## config.mk

```make
export PLATFORM = sky130hd
export DESIGN_NAME = ldst_agu
export DESIGN_NICKNAME = d
export VERILOG_FILES = /design/src/rtl/agu_pkg.sv /design/src/rtl/agu_ctrl.sv /design/src/rtl/agu_datapath.sv /design/src/rtl/ldst_agu.sv
export SDC_FILE = /design/constraint.sdc
export NUM_CORES = 1
export LEC_CHECK = 0
export BUFFER_PORTS_ARGS = -buffer_cell sky130_fd_sc_hd__clkbuf_2
export CORE_ASPECT_RATIO = 1.2
export CORE_MARGIN = 2
export CORE_UTILIZATION = 53
export DETAILED_ROUTE_END_ITERATION = 10
export HOLD_SLACK_MARGIN = 0.12
export PLACE_DENSITY = 0.89
export SETUP_SLACK_MARGIN = 0.3
export SYNTH_ARGS = -nofsm -noshare
export SYNTH_HDL_FRONTEND = slang
export SYNTH_SLANG_ARGS = --single-unit
```

## constraint.sdc

```tcl
create_clock -name clk -period 20.4 [get_ports clk]
set_clock_uncertainty 0.15 [all_clocks]
set_input_delay 4.08 -clock clk [delete_from_list [all_inputs] [get_ports clk]]
set_output_delay 4.08 -clock clk [all_outputs]
set_load 0.02 [all_outputs]
```

## src/rtl/agu_pkg.sv

```systemverilog
package agu_pkg;

  localparam int WORD_W    = 32;
  localparam int BYTE_LANES = WORD_W / 8;
  localparam int HALF_LANES = WORD_W / 16;

  typedef enum logic [1:0] {
    IDX_OFFSET = 2'd0,
    IDX_PRE    = 2'd1,
    IDX_POST   = 2'd2,
    IDX_SPARE  = 2'd3
  } idxMode_e;

  typedef enum logic [1:0] {
    W_BYTE = 2'd0,
    W_HALF = 2'd1,
    W_WORD = 2'd2
  } ldWidth_e;

  // strobes from control to datapath
  typedef struct packed {
    logic     eaUsesSum;
    logic     wbEn;
    logic     subtract;
    logic     offFromReg;
    logic     offShifted;
    logic     laneBig;
    logic     extSigned;
    ldWidth_e width;
  } aguStrobe_t;

endpackage

```

## src/rtl/agu_ctrl.sv

```systemverilog
module agu_ctrl
  import agu_pkg::*;
(
  input  logic       clk,
  input  logic       rstN,
  input  logic       bigEndPin,
  input  logic [1:0] mode,
  input  logic       dirUp,
  input  logic [1:0] offSel,
  input  logic [1:0] size,
  input  logic       signedLd,
  output aguStrobe_t strobe
);

  logic     bigMode;
  idxMode_e idxMode;

  // byte order follows the pin only while reset is held
  always_ff @(posedge clk) begin
    if (!rstN) bigMode <= bigEndPin;
  end

  assign idxMode = idxMode_e'(mode);

  always_comb begin
    strobe            = '0;
    strobe.eaUsesSum  = (idxMode != IDX_POST);
    strobe.wbEn       = (idxMode == IDX_PRE) || (idxMode == IDX_POST);
    strobe.subtract   = !dirUp;
    strobe.offFromReg = (offSel != 2'd0);
    strobe.offShifted = offSel[1];
    strobe.laneBig    = bigMode;
    strobe.extSigned  = signedLd;
    unique case (size)
      2'd0:    strobe.width = W_BYTE;
      2'd1:    strobe.width = W_HALF;
      default: strobe.width = W_WORD;
    endcase
  end

  // order is frozen once out of reset
  assert_endian_locked_R8: assert property (@(posedge clk) disable iff (!rstN)
    $past(rstN) |-> $stable(bigMode));

endmodule

```

## src/rtl/agu_datapath.sv

```systemverilog
module agu_datapath
  import agu_pkg::*;
#(
  parameter int ADDR_W = 32,
  parameter int IMM_W  = 12,
  parameter int SH_W   = 2
) (
  input  logic              clk,
  input  logic              rstN,
  input  aguStrobe_t        strobe,
  input  logic [ADDR_W-1:0] base,
  input  logic [IMM_W-1:0]  immOff,
  input  logic [ADDR_W-1:0] idxReg,
  input  logic [SH_W-1:0]   shAmt,
  input  logic [WORD_W-1:0] rdWord,
  output logic [ADDR_W-1:0] effAddr,
  output logic              wbEn,
  output logic [ADDR_W-1:0] wbVal,
  output logic [WORD_W-1:0] ldData
);

  localparam int BIDX_W = $clog2(BYTE_LANES);
  localparam int HIDX_W = (HALF_LANES > 1) ? $clog2(HALF_LANES) : 1;

  logic [ADDR_W-1:0] immExt, regOff, offVal, sum;
  logic [BIDX_W-1:0] byteIdx;
  logic [HIDX_W-1:0] halfIdx;
  logic [7:0]        byteLane [BYTE_LANES];
  logic [15:0]       halfLane [HALF_LANES];
  logic [7:0]        byteSel;
  logic [15:0]       halfSel;

  // offset source and adder
  assign immExt  = ADDR_W'(immOff);
  assign regOff  = strobe.offShifted ? (idxReg << shAmt) : idxReg;
  assign offVal  = strobe.offFromReg ? regOff : immExt;
  assign sum     = strobe.subtract ? (base - offVal) : (base + offVal);
  assign effAddr = strobe.eaUsesSum ? sum : base;
  assign wbVal   = sum;
  assign wbEn    = strobe.wbEn;

  // lane split of the returned word
  for (genvar g = 0; g < BYTE_LANES; g++) begin : gByte
    assign byteLane[g] = rdWord[8*g +: 8];
  end
  for (genvar g = 0; g < HALF_LANES; g++) begin : gHalf
    assign halfLane[g] = rdWord[16*g +: 16];
  end

  // big-endian mirrors the lane index
  assign byteIdx = effAddr[BIDX_W-1:0] ^ {BIDX_W{strobe.laneBig}};
  assign halfIdx = effAddr[BIDX_W-1 -: HIDX_W] ^ {HIDX_W{strobe.laneBig}};
  assign byteSel = byteLane[byteIdx];
  assign halfSel = halfLane[halfIdx];

  always_comb begin
    unique case (strobe.width)
      W_BYTE:  ldData = {{(WORD_W-8){strobe.extSigned & byteSel[7]}}, byteSel};
      W_HALF:  ldData = {{(WORD_W-16){strobe.extSigned & halfSel[15]}}, halfSel};
      default: ldData = rdWord;
    endcase
  end

  // unsigned byte leaves the upper bits clear
  assert_byte_zero_R5: assert property (@(posedge clk) disable iff (!rstN)
    (strobe.width == W_BYTE && !strobe.extSigned) |-> (ldData[WORD_W-1:8] == '0));

  // signed byte replicates its top bit
  assert_byte_sign_R6: assert property (@(posedge clk) disable iff (!rstN)
    (strobe.width == W_BYTE && strobe.extSigned) |->
      (ldData[WORD_W-1:8] == {(WORD_W-8){ldData[7]}}));

endmodule

```

## src/rtl/ldst_agu.sv

```systemverilog
module ldst_agu
  import agu_pkg::*;
#(
  parameter int ADDR_W = 32,
  parameter int IMM_W  = 12,
  parameter int SH_W   = 2
) (
  input  logic              clk,
  input  logic              rstN,
  input  logic              bigEndPin,
  input  logic [ADDR_W-1:0] base,
  input  logic [IMM_W-1:0]  immOff,
  input  logic [ADDR_W-1:0] idxReg,
  input  logic [1:0]        offSel,
  input  logic [SH_W-1:0]   shAmt,
  input  logic [1:0]        mode,
  input  logic              dirUp,
  input  logic [1:0]        size,
  input  logic              signedLd,
  input  logic [31:0]       rdWord,
  output logic [ADDR_W-1:0] effAddr,
  output logic              wbEn,
  output logic [ADDR_W-1:0] wbVal,
  output logic [31:0]       ldData
);

  aguStrobe_t strobe;

  agu_ctrl uCtrl (
    .clk(clk), .rstN(rstN), .bigEndPin(bigEndPin), .mode(mode), .dirUp(dirUp),
    .offSel(offSel), .size(size), .signedLd(signedLd), .strobe(strobe)
  );

  agu_datapath #(.ADDR_W(ADDR_W), .IMM_W(IMM_W), .SH_W(SH_W)) uDp (
    .clk(clk), .rstN(rstN), .strobe(strobe), .base(base), .immOff(immOff),
    .idxReg(idxReg), .shAmt(shAmt), .rdWord(rdWord), .effAddr(effAddr),
    .wbEn(wbEn), .wbVal(wbVal), .ldData(ldData)
  );

  // offset mode never writes back
  assert_offset_no_wb_R1: assert property (@(posedge clk) disable iff (!rstN)
    (mode == 2'd0 || mode == 2'd3) |-> !wbEn);

  // pre-indexed writes back the address it used
  assert_pre_wb_match_R2: assert property (@(posedge clk) disable iff (!rstN)
    (mode == 2'd1) |-> (wbEn && wbVal == effAddr));

  // post-indexed accesses at the old base
  assert_post_base_R3: assert property (@(posedge clk) disable iff (!rstN)
    (mode == 2'd2) |-> (wbEn && effAddr == base));

endmodule

```

[Word-level counts from Yosys, hierarchy flattened]
Index checks and enable logic that the tools add are counted.
Word-level totals
  register bits: 1
  bits in latches: 0
  memory bits (writable): 0
  memory bits (read-only): 0
  logic and storage cells: 33
  memories kept: 0
Operators by class
  $add $sub $neg: 2
  multiply operators: 0
  divide/modulo/power cells: 0
  magnitude comparators: 2
  equality and inequality tests: 5
  shift operators: 1
  muxes and demuxes: 12
  bitwise logic cells: 6
  reduce and logical (&&, ||, !) cells: 4
Operators with widths (number)
  32-bit two-way mux: 4
  32-bit one-hot mux with 2 select lines: 1
  16-bit two-way mux: 3
  32-bit adder: 1
  32-bit by 2-bit left shift with 32-bit output: 1
  32-bit subtractor: 1
  8-bit binary-select mux with 2-bit select: 1
  8-bit two-way mux: 2
  2-bit by 1-bit == test with 1-bit output, second input constant: 3
  2-bit logical NOT: 2
  2-bit one-hot mux with 2 select lines: 1
  3-bit greater-or-equal comparator, second input constant: 1
  2-bit NOT with 3-bit output: 1
  1-bit AND: 2
  2-bit == test, second input constant: 1
  2-bit greater-or-equal comparator, second input constant: 1
  2-bit inequality test, second input constant: 1
  1-bit NOT with 2-bit output: 1
  2-bit nonzero test: 1
  2-bit bitwise XOR: 1
  1-bit logical OR: 1
  1-bit bitwise XOR: 1

[Depth between registers and ports, before layout]
Gate-level depths: netlist of the first run.
  depth in word-level cells: 13
  gate-level depth with buffers: 23
  gate-level depth less buffers: 20

[Hierarchy]
Synthesis of the first run repeated with hierarchy kept, for this count alone.
Second synthesis, totals
  cell total of the unflattened synthesis: 719
  area total of the unflattened synthesis: 4719.5 µm²
By module, submodules not included
  agu_datapath: instances 1, cells each 706, area an instance 4619.4 µm², seq. area each 0.0 µm²
  agu_ctrl: instances 1, cells each 13, area an instance 100.1 µm², seq. area each 30.0 µm²

[Worst setup path before layout of the first run]
No wires, ideal clock.
  path type: in2out
  start: input shAmt[0]
  end: output effAddr[30]
  arrival: 8.555 ns
  required time: 16.170 ns
  setup slack: 7.615 ns
  stages: 19
  path buffers: 2
  path through: buf_6 buf_6 mux4_2 a21oi_1 inv_1 nor3_1 nand4b_1 nor3_2 nor2_1 xnor2_1 ha_1 nand3_1 or4_1 o22a_1 a211oi_4 nor4_1 o41ai_2 xor2_1 mux2_2
Between the ends
  longest elaborated chain between the ends: 6
  elaborated cells on any way between the ends: 7
  classes of those cells: add/sub: 2; shift: 1; mux: 4
RTL lines
  start, declared: line ldst_agu.sv:15  | input logic [SH_W-1:0] shAmt,
  32-bit by 2-bit left shift with 32-bit output (*): line agu_datapath.sv:35  | assign regOff = strobe.offShifted ? (idxReg << shAmt) : idxReg;
  32-bit two-way mux (*): line agu_datapath.sv:35
  32-bit two-way mux (*): line agu_datapath.sv:36  | assign offVal = strobe.offFromReg ? regOff : immExt;
  32-bit subtractor / 32-bit adder (equally long branches): line agu_datapath.sv:37  | assign sum = strobe.subtract ? (base - offVal) : (base + offVal);
  32-bit two-way mux (*): line agu_datapath.sv:37
  net wbVal[30]: line ldst_agu.sv:23  | output logic [ADDR_W-1:0] wbVal,
  32-bit two-way mux (*): line agu_datapath.sv:38  | assign effAddr = strobe.eaUsesSum ? sum : base;
  end, declared: line ldst_agu.sv:21  | output logic [ADDR_W-1:0] effAddr,
Mark *: on every way through the listed nets, which the timed path passes. The rest lies on a longest branch.

[Final worst setup path of the first run]
  start: input shAmt[1]
  end: output effAddr[30]
Between the ends
  longest elaborated chain between the ends: 6
  elaborated cells on any way between the ends: 7
  classes of those cells: add/sub: 2; shift: 1; mux: 4
RTL lines (line)
  32-bit by 2-bit left shift with 32-bit output (*): agu_datapath.sv:35
  32-bit two-way mux (*): agu_datapath.sv:35
  32-bit two-way mux (*): agu_datapath.sv:36
  32-bit subtractor / 32-bit adder (equally long branches): agu_datapath.sv:37
  32-bit two-way mux (*): agu_datapath.sv:37
  32-bit two-way mux (*): agu_datapath.sv:38
Mark *: on every way between the ends. The rest lies on a longest branch, timed or not.

==> results of run 1 <==
==> layout by cell type (no fill, tap or decap), types with 3 or more instances in the layout <==
| cell type | n |
|---|---|
| xor2_1 | 13 |
| and2_1 | 3 |
| clkbuf_2 | 217 |
| mux2i_1 | 43 |
| o21ai_0 | 26 |
| o221ai_1 | 4 |
| a32oi_1 | 4 |
| a22oi_1 | 12 |
| and3_1 | 4 |
| xnor2_1 | 45 |
| a41oi_1 | 5 |
| o22ai_1 | 16 |
| a22o_1 | 9 |
| a21oi_1 | 64 |
| a221oi_1 | 5 |
| a21boi_0 | 4 |
| inv_1 | 26 |
| o21bai_1 | 5 |
| nand2b_1 | 14 |
| nand3_1 | 12 |
| o211ai_1 | 3 |
| a31oi_1 | 6 |
| ha_1 | 40 |
| o21a_1 | 6 |
| o22a_1 | 9 |
| mux2_2 | 33 |
| nor2_1 | 48 |
| nor2b_1 | 13 |
| a21o_1 | 14 |
| nor3_1 | 8 |
| nand2_1 | 91 |
| nand4_1 | 7 |
| a211oi_1 | 4 |
| nor3b_1 | 4 |
==> layout make-up <==
cell class / instances / area [sq um] / area share [%]
Inverter: 27 / 101 / 1.74
Multi-Input combinational cell: 616 / 4440 / 76.4
Sequential cell: 1 / 30.0 / 0.517
Tap cell: 117 / 146 / 2.52
Timing Repair Buffer: 218 / 1090 / 18.8
==> power by group <==
part           total [mW]  internal, mW  switching, mW
Combinational       0.384         0.146          0.239
Clock                   0             0              0
Sequential        0.00268       0.00250       0.000179
Total               0.387         0.148          0.239
==> routing by layer <==
metal,wire (um),global-route usage [%]
met3,1110,2.45
met5,0,0
met1,6160,35.7
met4,618,11.4
met2,7810,55.0
==> worst max-delay path: stages <==
cell      delay, ps
clkbuf_2        540
nand2_1         520
o22ai_1         150
o22ai_1         320
nand4_2         280
nor3_1          500
nand4b_1        210
nor3_2          280
nor2_1           80
xnor2_1         170
ha_1            350
nand3_1         150
or4_1           480
o22a_1          250
a211oi_4        290
nor4_1          100
o41ai_2         340
xor2_1          130
mux2_2          270
clkbuf_2        150
==> per-stage QoR <==
| stage | cell area, sq um | power [mW] | setup WS (ps) | instances | utilization [%] |
|---|---|---|---|---|---|
| final | 5810 | 0.387 | 6490 | 979 | 67.1 |
| after global routing | 5810 | 0.414 | 6030 | 979 | 67.1 |
| after CTS | 5810 | 0.384 | 6570 | 979 | 67.1 |
| after detailed placement | 5810 | 0.383 | 6580 | 979 | 67.1 |
| after global placement | 5810 | 0.377 | 6770 | 979 | 67.1 |
| after floorplan | 4760 | 0.273 | 7620 | 682 | - |
==> logic make-up after synthesis <==
| group | Yosys count | synth area share [%] |
|---|---|---|
| muxes | 78 | 17.6 |
| and+or+nand+nor | 221 | 22.4 |
| AOI/OAI and AO/OA | 217 | 31.3 |
| adders and majority gates | 41 | 10.9 |
| DFF | 1 | 0.631 |
| xor gates and xnor gates | 59 | 10.9 |
| buffers and inverters | 65 | 6.23 |
==> path summary, 6_finish.rpt <==
kind / slack [ps] / endpoint / start
max: 6490 / effAddr[30] / shAmt[1]
min: 4110 / uCtrl.bigMode / bigEndPin
==> results_dict.tcl, run 1 <==
set metrics [dict create \
    outcome "finished, final reports clean" \
    crit_type "in2out" \
    area_growth_pct 22.1 \
    slew-limit-headroom_pct 32.1 \
    synth_nets 844 \
    fin_hold_ws_ps 4110 \
    hold_path_class "in2reg" \
    postCtsHoldBufs 0 \
    peakVddDrop_mv 0.0393 \
    synth_top_area_cell "ha_1" \
    async_reset_ff_share_pct 0 \
    whs_path_depth 1 \
    synth_seq_cells 1 \
    avgSynthCellArea_sq_um 6.98 \
    endpoint_kind "output port" \
    crit_path_start_kind "input port" \
    fin_setup_tns_ps 0 \
    wl_per_cell_um 16.0 \
    cts_resized 0 \
    routed_wl_um 15700 \
    drc_errors 0 \
    clk_pin_slew_worst_paths_ps 0 \
    core_sq_um 8660 \
    yosysMostFrequentCell "nand2_1" \
    grt_max_degree 50 \
    grt_use_total_pct 29.8 \
    largest_reg_flops 1 \
    yosys_warnings 0 \
    rows 37 \
    hpwl_um 13200 \
    yosysUniqueCellTypes 71 \
    drtIter0Drc 363 \
    finalCritPeriodShare_pct 68.2 \
    largest-register "uCtrl.bigMode" \
    min_period_ps 13910 \
    synthCells 682 \
    hold_violations 0 \
    gp_congestion 0.942 \
    layout.nets 1026 \
    grt_pass1_wl_um 24800 \
    slew_violations 0 \
    synth.area.top_cells "ha_1 11%, mux2i_1 9.0%, xnor2_1 8.3%, mux2_2 7.8%, nand2_1 7.2%" \
    tightestPinTransition_ps 1020 \
    dieArea_sq_um 9750 \
    synth_edf_count 1 \
    grt_setup_unrepaired "no" \
    vias 6018 \
    die_h_um 108 \
    synthTopCellsByCount "91 x nand2_1, 64 x a21oi_1, 48 x nor2_1, 45 x xnor2_1, 43 x mux2i_1" \
    setup_viol 0 \
    die_x_um 90.5 \
    yosysTopAreaCellShare_pct 10.5 \
    cp.required_ps 16170 \
    cp.arrival_ps 9680 \
    synth_seq_area_share_pct 0.631 \
    cp_max_fo 44 \
    reg_top3 "uCtrl.bigMode (1)" \
    ant_nets 0 \
    max-cap-violations 0 \
    start_util_pct 55.0 \
    avgViaCountPerCell 6.15 \
    fillers 787 \
    grt_pass1_vias 5348 \
    power_density_nw_per_um2 66.6 \
    ys.flop_type "edfxtp_1" \
    leakage_nw 2.93 \
    antenna_found_initial 0 \
    grt_overflow_total 0 \
    ioPinCount 218 \
    port_buffers 217 \
    mappedNetlistArea_sq_um 4760 \
    post_cts_buffers 0 \
    antenna_cells 0 \
    drive_gt1_share_pct 31.1 \
    dr.pass1.iters 5 \
    fmax_ghz 0.0719 \
]
Power figures use the tool's default switching activity.
==> run 2: changes to the inputs <==
--- a/config.mk
+++ b/config.mk
@@ -8,10 +8,10 @@
 export BUFFER_PORTS_ARGS = -buffer_cell sky130_fd_sc_hd__clkbuf_2
 export CORE_ASPECT_RATIO = 1.2
 export CORE_MARGIN = 2
-export CORE_UTILIZATION = 53
+export CORE_UTILIZATION = 50
 export DETAILED_ROUTE_END_ITERATION = 10
 export HOLD_SLACK_MARGIN = 0.12
-export PLACE_DENSITY = 0.89
+export PLACE_DENSITY = 0.85
 export SETUP_SLACK_MARGIN = 0.3
 export SYNTH_ARGS = -nofsm -noshare
 export SYNTH_HDL_FRONTEND = slang
==> constraint.sdc (replaced) <==
create_clock -name clk -period 14.2 [get_ports clk]
set_clock_uncertainty 0.15 [all_clocks]
set_input_delay 2.84 -clock clk [delete_from_list [all_inputs] [get_ports clk]]
set_output_delay 2.84 -clock clk [all_outputs]
set_load 0.02 [all_outputs]
==> run 2 against run 1 <==
First-iteration DRC count down 25%. Final area up 0.26%. Global-route usage down 1.2 points. Total power up 42%. Worst hold slack worse by 1200 ps. Die area up 5.8%. Largest cell class unchanged.
==> results_dict.tcl, run 2 (synthesis gave the netlist of run 1 again) <==
set metrics [dict create \
    drive_gt1_share_pct 31.2 \
    wl_per_cell_um 15.9 \
    endpoint_kind "output port" \
    p_int_mw 0.213 \
    combPwrFrac_pct 99.3 \
    ioPinCount 218 \
    antenna_found_initial 0 \
    grt_overflow_total 0 \
    reg_top3 "uCtrl.bigMode (1)" \
    avgViaCountPerCell 5.96 \
    cp.required_ps 11210 \
    power_density_nw_per_um2 94.7 \
    mostFrequentLayoutCells "217 x clkbuf_2, 91 x nand2_1, 64 x a21oi_1" \
    grt_pass1_vias 5410 \
    p_seq_share_pct 0.7 \
    fin_setup_tns_ps 0 \
    drtIter0Drc 271 \
    min_period_ps 11460 \
    cts_resized 0 \
    cp.arrival_ps 8470 \
    core_sq_um 9370 \
    met2_usage_pct 55.0 \
    cp_max_fo 49 \
    dieArea_sq_um 10300 \
    die_x_um 93.1 \
    crit_type "in2out" \
    crit_path_start_kind "input port" \
    met1_usage_pct 32.6 \
    post_cts_buffers 0 \
    area_growth_pct 22.4 \
    ant_nets 0 \
    pwr-share-clk_pct 0 \
    peakVddDrop_mv 0.0744 \
    hpwl_um 13300 \
    slew-limit-headroom_pct 29.7 \
    grt_setup_unrepaired "no" \
    seq_area_sq_um 30.0 \
    postCtsHoldBufs 0 \
    grt_use_total_pct 28.7 \
    p_sw_share_pct 61.4 \
    dr.pass1.iters 7 \
    fin_area_sq_um 5830 \
    routed_wl_um 15700 \
    finalCritPeriodShare_pct 80.7 \
    die_h_um 111 \
    clk_pin_slew_worst_paths_ps 0 \
    rows 39 \
    hold_violations 0 \
    antenna_cells 0 \
    max-cap-violations 0 \
    grt_max_degree 50 \
    drc_errors 0 \
    grt_busiest_layer "met2" \
    grt_use_met3_pct 3.33 \
    multi_input_area_sq_um 4440 \
    largest_reg_flops 1 \
    switchingPower_mw 0.339 \
    vias 5879 \
    leakage_nw 2.93 \
    port_buffers 217 \
    gp_congestion 0.989 \
    start_util_pct 50.8 \
    outcome "finished, final reports clean" \
    fillers 926 \
    final_common_cell "clkbuf_2" \
    dpl-instance-area_sq_um 5830 \
    layout.nets 1027 \
    fmax_ghz 0.0873 \
    grt_pass1_wl_um 25100 \
    hold_path_class "in2reg" \
    largest-register "uCtrl.bigMode" \
    layout.cells.non_filler 986 \
    setup_viol 0 \
    slew_violations 0 \
    dp.cells 986 \
    tightestPinTransition_ps 1050 \
]
run 2: worst paths after layout:
| check | from | end | cells after the start |
|---|---|---|---|
| setup / recovery | offSel[1] | effAddr[30] | 20 |
| hold / removal | bigEndPin | uCtrl.bigMode | 1 |
run 2: per-stage QoR:
stage	util (%)	hold WS [ps]	power, mW	setup slack (ps)
6_report	62.2	2880	0.551	2740
5_1_grt	62.2	2880	0.595	2340
4_1_cts	62.2	2880	0.550	2840
3_5_place_dp	62.2	2880	0.548	2860
3_3_place_gp	62.2	2870	0.543	3070
2_1_floorplan	-	2790	0.392	3900
run 2: final cells by class:
| type | instances | share of cell area (%) |
|---|---|---|
| Inverter | 27 | 1.74 |
| Timing Repair Buffer | 219 | 18.9 |
| Tap cell | 123 | 2.64 |
| Multi-Input combinational cell | 616 | 76.2 |
| Sequential cell | 1 | 0.515 |
run 2: metal layers:
layer	vias up	part of all wire (%)
met5	-	0
met1	2690	38
met3	31	7.4
met4	0	2.8
li1	2904	-
met2	254	51
run 2: worst max-delay path, cell delays in order:
cell	delay, ps
clkbuf_2	500
nand2_1	480
o22ai_1	140
o22ai_1	370
nand4_2	280
nor3_1	530
nand4_1	240
nor3_1	320
nor2_1	90
xnor2_1	170
ha_1	340
nand3_1	130
or4_1	480
o22a_1	260
a211oi_4	290
nor4_1	110
o41ai_2	340
xor2_1	130
mux2_2	270
clkbuf_2	150
run 2: power by group through the flow:
stage	Clock (mW)	Sequential (mW)	Combinational, mW
floorplan	0	0.00375	0.389
global placement	0	0.00386	0.539
detailed placement	0	0.00385	0.545
CTS	0	0.00385	0.546
global route	0	0.00388	0.591
finish	0	0.00385	0.548
